## src/rtl/mflow_pkg.sv

```systemverilog
// Package: shared widths and the mode bundle for the modem flow controller.
// Assumes a receive FIFO of at most 2**LVL_W - 1 entries.
package mflow_pkg;
    localparam int unsigned FIFO_DEPTH = 128;
    localparam int unsigned LVL_W      = $clog2(FIFO_DEPTH + 1);

    typedef struct packed {
        logic auto_rts;
        logic auto_dtr;
        logic auto_cts;
        logic auto_dsr;
        logic rs485;
    } mflow_mode_t;
endpackage

```

## src/rtl/mflow_sync.sv

```systemverilog
// Module: multi-stage synchronizer for a bundle of asynchronous inputs.
// Assumes each bit is independent (no multi-bit coherence needed).
module mflow_sync #(
    parameter int unsigned WIDTH   = 2,
    parameter int unsigned STAGES  = 2,
    parameter logic [WIDTH-1:0] RST_VAL = '1
) (
    input  logic             clk,
    input  logic             rst_n,
    input  logic [WIDTH-1:0] din,
    output logic [WIDTH-1:0] dout
);
    logic [WIDTH-1:0] stg [STAGES];

    // Shift the asynchronous inputs through the flip-flop chain.
    always_ff @(posedge clk) begin
        if (!rst_n) begin
            for (int i = 0; i < STAGES; i++) stg[i] <= RST_VAL;
        end else begin
            stg[0] <= din;
            for (int i = 1; i < STAGES; i++) stg[i] <= stg[i-1];
        end
    end

    assign dout = stg[STAGES-1];
endmodule

```

## src/rtl/mflow_hyst.sv

```systemverilog
// Module: receive-level hysteresis. Sets a nearly-full flag at or above the
// upper threshold, clears it below the lower one, holds it in between.
// Assumes thr_lo <= thr_hi; if not, setting wins.
module mflow_hyst #(
    parameter int unsigned LVL_W = 8
) (
    input  logic             clk,
    input  logic             rst_n,
    input  logic [LVL_W-1:0] rx_level,
    input  logic [LVL_W-1:0] thr_hi,
    input  logic [LVL_W-1:0] thr_lo,
    output logic             full_nxt,
    output logic             full_q
);
    logic at_hi, below_lo;

    // Compare the level against both thresholds and pick the next state.
    always_comb begin
        at_hi    = (rx_level >= thr_hi);
        below_lo = (rx_level < thr_lo);
        if (at_hi)         full_nxt = 1'b1;
        else if (below_lo) full_nxt = 1'b0;
        else               full_nxt = full_q;
    end

    // Hold the nearly-full state.
    always_ff @(posedge clk) begin
        if (!rst_n) full_q <= 1'b0;
        else        full_q <= full_nxt;
    end

    assert_set_at_upper_R2: assert property (@(posedge clk) disable iff (!rst_n)
        (rx_level >= thr_hi) |=> full_q);
    assert_clear_below_lower_R3: assert property (@(posedge clk) disable iff (!rst_n)
        (rx_level < thr_lo && rx_level < thr_hi) |=> !full_q);
    assert_hold_between_R4: assert property (@(posedge clk) disable iff (!rst_n)
        (rx_level >= thr_lo && rx_level < thr_hi) |=> $stable(full_q));
endmodule

```

## src/rtl/mflow_gate.sv

```systemverilog
// Module: transmit permit. Combines the synchronized, active-low modem inputs
// with their enables and updates the permit only at character boundaries.
// Assumes tx_idle is high whenever no character is being shifted.
module mflow_gate (
    input  logic clk,
    input  logic rst_n,
    input  logic auto_cts,
    input  logic auto_dsr,
    input  logic cts_n_s,
    input  logic dsr_n_s,
    input  logic tx_idle,
    output logic tx_permit
);
    logic halt;

    // Far end not ready on any enabled line.
    always_comb halt = (auto_cts & cts_n_s) | (auto_dsr & dsr_n_s);

    // Update the permit only between characters.
    always_ff @(posedge clk) begin
        if (!rst_n)       tx_permit <= 1'b1;
        else if (tx_idle) tx_permit <= ~halt;
    end

    assert_hold_mid_char_R8: assert property (@(posedge clk) disable iff (!rst_n)
        !tx_idle |=> $stable(tx_permit));
    assert_ungated_permits_R11: assert property (@(posedge clk) disable iff (!rst_n)
        (tx_idle && !auto_cts && !auto_dsr) |=> tx_permit);
endmodule

```

## src/rtl/mflow_pins.sv

```systemverilog
// Module: registered drivers for the request-to-send and terminal-ready pins.
// Selects automatic threshold control, RS485 driver-enable or software bits.
// Assumes all pin outputs are active low.
module mflow_pins
    import mflow_pkg::*;
(
    input  logic        clk,
    input  logic        rst_n,
    input  mflow_mode_t mode,
    input  logic        full_nxt,
    input  logic        sw_rts,
    input  logic        sw_dtr,
    input  logic        tx_empty,
    output logic        rts_n,
    output logic        dtr_n
);
    logic rts_n_nxt, dtr_n_nxt;

    // Choose each pin's source; RS485 outranks threshold control for dtr_n.
    always_comb begin
        rts_n_nxt = mode.auto_rts ? full_nxt : ~sw_rts;
        if (mode.rs485)         dtr_n_nxt = tx_empty;
        else if (mode.auto_dtr) dtr_n_nxt = full_nxt;
        else                    dtr_n_nxt = ~sw_dtr;
    end

    // Register the pins so they never glitch.
    always_ff @(posedge clk) begin
        if (!rst_n) begin
            rts_n <= 1'b1;
            dtr_n <= 1'b1;
        end else begin
            rts_n <= rts_n_nxt;
            dtr_n <= dtr_n_nxt;
        end
    end

    assert_rs485_tracks_empty_R6: assert property (@(posedge clk) disable iff (!rst_n)
        mode.rs485 |=> (dtr_n == $past(tx_empty)));
    assert_manual_rts_R7: assert property (@(posedge clk) disable iff (!rst_n)
        !mode.auto_rts |=> (rts_n == !$past(sw_rts)));
endmodule

```

## src/rtl/uart_mflow_ctrl.sv

```systemverilog
// Module: top of the UART modem-line flow controller. Ties together the
// input synchronizer, receive hysteresis, pin drivers and transmit gate.
// Assumes rx_level never exceeds the FIFO depth.
module uart_mflow_ctrl
    import mflow_pkg::*;
#(
    parameter int unsigned SYNC_STAGES = 2
) (
    input  logic             clk,
    input  logic             rst_n,
    input  logic [LVL_W-1:0] rx_level,
    input  logic [LVL_W-1:0] thr_hi,
    input  logic [LVL_W-1:0] thr_lo,
    input  logic             auto_rts_en,
    input  logic             auto_dtr_en,
    input  logic             auto_cts_en,
    input  logic             auto_dsr_en,
    input  logic             rs485_en,
    input  logic             sw_rts,
    input  logic             sw_dtr,
    input  logic             cts_n,
    input  logic             dsr_n,
    input  logic             tx_idle,
    input  logic             tx_empty,
    output logic             rts_n,
    output logic             dtr_n,
    output logic             tx_permit
);
    localparam int unsigned N_MODEM_IN = 2;

    mflow_mode_t           mode;
    logic [N_MODEM_IN-1:0] modem_s;
    logic                  full_nxt, full_q;

    // Bundle the enable bits.
    always_comb begin
        mode.auto_rts = auto_rts_en;
        mode.auto_dtr = auto_dtr_en;
        mode.auto_cts = auto_cts_en;
        mode.auto_dsr = auto_dsr_en;
        mode.rs485    = rs485_en;
    end

    mflow_sync #(.WIDTH(N_MODEM_IN), .STAGES(SYNC_STAGES), .RST_VAL('1)) u_sync (
        .clk (clk), .rst_n (rst_n),
        .din ({dsr_n, cts_n}), .dout (modem_s)
    );

    mflow_hyst #(.LVL_W(LVL_W)) u_hyst (
        .clk (clk), .rst_n (rst_n),
        .rx_level (rx_level), .thr_hi (thr_hi), .thr_lo (thr_lo),
        .full_nxt (full_nxt), .full_q (full_q)
    );

    mflow_pins u_pins (
        .clk (clk), .rst_n (rst_n), .mode (mode), .full_nxt (full_nxt),
        .sw_rts (sw_rts), .sw_dtr (sw_dtr), .tx_empty (tx_empty),
        .rts_n (rts_n), .dtr_n (dtr_n)
    );

    mflow_gate u_gate (
        .clk (clk), .rst_n (rst_n),
        .auto_cts (mode.auto_cts), .auto_dsr (mode.auto_dsr),
        .cts_n_s (modem_s[0]), .dsr_n_s (modem_s[1]),
        .tx_idle (tx_idle), .tx_permit (tx_permit)
    );

    assert_auto_rts_follows_state_R5: assert property (@(posedge clk) disable iff (!rst_n)
        (auto_rts_en && !rs485_en && auto_dtr_en) |=> (rts_n == dtr_n));
endmodule

```

## config.mk

```make
export PLATFORM = sky130hd
export DESIGN_NAME = uart_mflow_ctrl
export DESIGN_NICKNAME = d
export VERILOG_FILES = /design/src/rtl/mflow_pkg.sv /design/src/rtl/mflow_sync.sv /design/src/rtl/mflow_hyst.sv /design/src/rtl/mflow_gate.sv /design/src/rtl/mflow_pins.sv /design/src/rtl/uart_mflow_ctrl.sv
export SDC_FILE = /design/constraint.sdc
export NUM_CORES = 1
export LEC_CHECK = 0
export BUFFER_PORTS_ARGS = -buffer_cell sky130_fd_sc_hd__buf_2
export CAP_MARGIN = 20
export CORE_MARGIN = 1
export CORE_UTILIZATION = 42
export DETAILED_ROUTE_END_ITERATION = 12
export GPL_TIMING_DRIVEN = 0
export PLACE_DENSITY = 0.77
export SLEW_MARGIN = 40
export SYNTH_ARGS = -nofsm -noshare
export SYNTH_HDL_FRONTEND = slang
export SYNTH_HIERARCHICAL = 1
export SYNTH_SLANG_ARGS = --single-unit
```

## constraint.sdc

```tcl
create_clock -name clk -period 1.95 [get_ports clk]
set_clock_uncertainty 0.1 [all_clocks]
set_input_delay 0.39 -clock clk [delete_from_list [all_inputs] [get_ports clk]]
set_output_delay 0.39 -clock clk [all_outputs]
set_load 0.005 [all_outputs]
```

==> impl_metrics.yaml <==
floorplan:
  core-area_um2: 1520
  die_h_um: 42.4
  initial_utilization: 0.450
  std_cell_rows: 14
  die_area_um2: 1800
  boundaryPins: 40
  die_w_um: 42.4
pwr:
  seqPwrFrac: 0.410
  max-vdd-ir-drop_uv: 402
  switchingPower_mw: 0.112
  sw_frac_of_total: 0.259
  power_leakage_nw: 0.553
  power_frac_clock: 0.273
  power_density_nw_per_um2: 471
  combPwrFrac: 0.316
  internal_power_mw: 0.322
clocking:
  cts-root-buf: "clkbuf_4"
  postCtsHoldBufs: 0
  cts_tree: "done"
  clock_sinks: 8
  h-tree-depth: 1
  insertion_delay_ns: 0.24
  cts_resized: 0
  clock_path_buffers: 2
  clk_pin_slew_worst_paths_ns: 0.05
  postCtsSetupBuffers: 0
  cts_buffers: 3
detailed_routing:
  via_per_inst: 4.91
  routed_wl_um: 1300
  ant_nets: 0
  first_pass_iters: 2
  num_vias: 653
  wl_per_cell_um: 9.75
  drcViolationCount: 0
  drt_iter0_drc: 1
synth:
  syn_inst: 75
  ys_types: 25
  yosys_warnings: 6
  netlist_area_um2: 686
  synth_seq_cells: 8
  ys_seq_area_frac: 0.234
  syn_nets: 127
  avgSynthCellArea_um2: 9.14
grt:
  grt_max_degree: 10
  first_global_vias: 683
  overflow: 0
  grt_util_all_layers: 0.170
  antenna_found_initial: 0
  grt_pass1_wl_um: 2380
layout:
  postLayoutCoreUtil: 0.606
  n_antenna_cell: 0
  fin_cells: 133
  final_common_cell: "buf_2"
  drive_gt1_frac: 0.410
  syn2layout_area_growth_pct: 34.7
  final_cell_mix: "39 x buf_2, 18 x inv_1, 15 x ha_1"
  nets: 171
worst_setup_path:
  cp-start-kind: "primary input"
  r2r-end: "u_pins/dtr_n"
  rrSetupSlack_ns: 0.79
  crit_fanout: 2
  worstSetupEndpointType: "flip-flop"
  cp.required_ns: 1.96
  crit_arrival_ns: 1.74
  crit_type: "primary input to flip-flop"
  reg2reg_depth: 5
  r2r-start: "u_hyst/full_q"
job:
  max_cap_violations: 0
sta:
  fin_crit_sh: 0.884
  clock.fmax_mhz: 580
  rsz0062_at_grt: "false"
  fin_tns_setup_ns: 0
  hold_viol: 0
  final.min_clock_period_ns: 1.72
  worstMarginPinSlew_ns: 0.237
  setup_viol: 0
  maxSlewHeadroom: 0.842
  slew_violations: 0
min_path:
  min_from: "dsr_n"
  hold_end: "u_sync/stg[0][1]"
  hold_depth: 2
  hp-class: "primary input to flip-flop"
placed_design:
  port_buffers: 39
  dp.cells: 130
  hpwl_um: 1190
  routabilityCongestion: 0.725
status:
  outcome: "finished clean"
==> worst max path at each step <==
| stage | start | endpoint | slack, ns | cells after the start |
|---|---|---|---|---|
| finish | rx_level[6] | u_pins/dtr_n | 0.23 | 8 |
| global route | rx_level[6] | u_pins/dtr_n | 0.16 | 8 |
| CTS | rx_level[6] | u_pins/dtr_n | 0.23 | 8 |
| detailed placement | rx_level[6] | u_pins/dtr_n | -0.05 | 8 |
| global placement | rx_level[6] | u_pins/dtr_n | 0.001 | 8 |
| floorplan | thr_lo[6] | u_pins/dtr_n | 0.19 | 8 |
==> power by group through the flow <==
stage | Clock (mW) | Combinational [mW] | Sequential (mW)
global placement | 0 | 0.134 | 0.181
global route | 0.133 | 0.159 | 0.179
detailed placement | 0 | 0.140 | 0.182
finish | 0.119 | 0.138 | 0.178
CTS | 0.125 | 0.140 | 0.178
floorplan | 0 | 0.0781 | 0.182
==> per-layer routing <==
layer  wire length (um)  GRT usage
met3                 93     0.0172
met4                 10     0.0938
met5                  0          0
met1                527      0.164
met2                665      0.338
==> registers in the layout, indices dropped and copies added (netlist names) <==
| register | cells |
|---|---|
| u_gate/tx_permit | 1 |
| u_hyst/full_q | 1 |
| u_pins/dtr_n | 1 |
| u_pins/rts_n | 1 |
| u_sync/stg | 4 |
==> synth_stat cells <==
library cell  count  share of area
o2111ai_1         1          0.013
nand2b_4          1          0.020
buf_4             2          0.022
a21o_1            2          0.022
o21ai_0           1         0.0073
and3_1            2          0.018
nand2b_1          5          0.046
o211ai_2          1          0.018
ha_1             15           0.27
nor2_1            1         0.0055
nand3_1           1         0.0073
or2_0             1         0.0091
a22o_1            2          0.026
nand2_1           2          0.011
inv_1            18          0.099
a211o_1           1          0.013
dfxtp_1           8           0.23
a21oi_1           2          0.015
a41oi_2           1          0.024
o221ai_1          1          0.013
o211ai_1          2          0.022
o21a_1            2          0.022
a2111oi_4         1          0.040
and3b_1           1          0.013
a31oi_1           1         0.0091
==> worst max-delay path, stage by stage <==
cell	delay (ns)
buf_2	0.11
ha_1	0.30
a21o_1	0.18
a22o_1	0.21
o21ai_0	0.20
nand3_1	0.13
nand2_1	0.09
a41oi_2	0.12
==> stage by stage <==
step	hold slack [ns]	area, um2	total power [mW]	setup WS [ns]
6_report	0.228	923	0.435	0.226
5_1_grt	0.234	923	0.471	0.155
4_1_cts	0.218	923	0.444	0.230
3_5_place_dp	0.299	901	0.322	-0.0489
3_3_place_gp	0.287	901	0.315	0.00133
2_1_floorplan	0.286	686	0.260	0.194
==> cell type report <==
class,instances,area [um2]
clock buffers,3,22.5
repair buffers,39,195
fillers,150,601
well taps,16,20.0
plain buffers,2,15.0
flip-flops and latches,8,160
inverters,18,67.6
multi-input cells,47,443
==> kinds of logic (layout without fill, tap and decap cells) <==
logic type,Yosys count,count (layout),share of synthesized area
compound gates,18,18,0.243
fa+ha+maj,15,15,0.274
buf+inv,20,62,0.120
flops,8,8,0.234
simple gates,14,14,0.130
(Power assumes the default switching activity.)
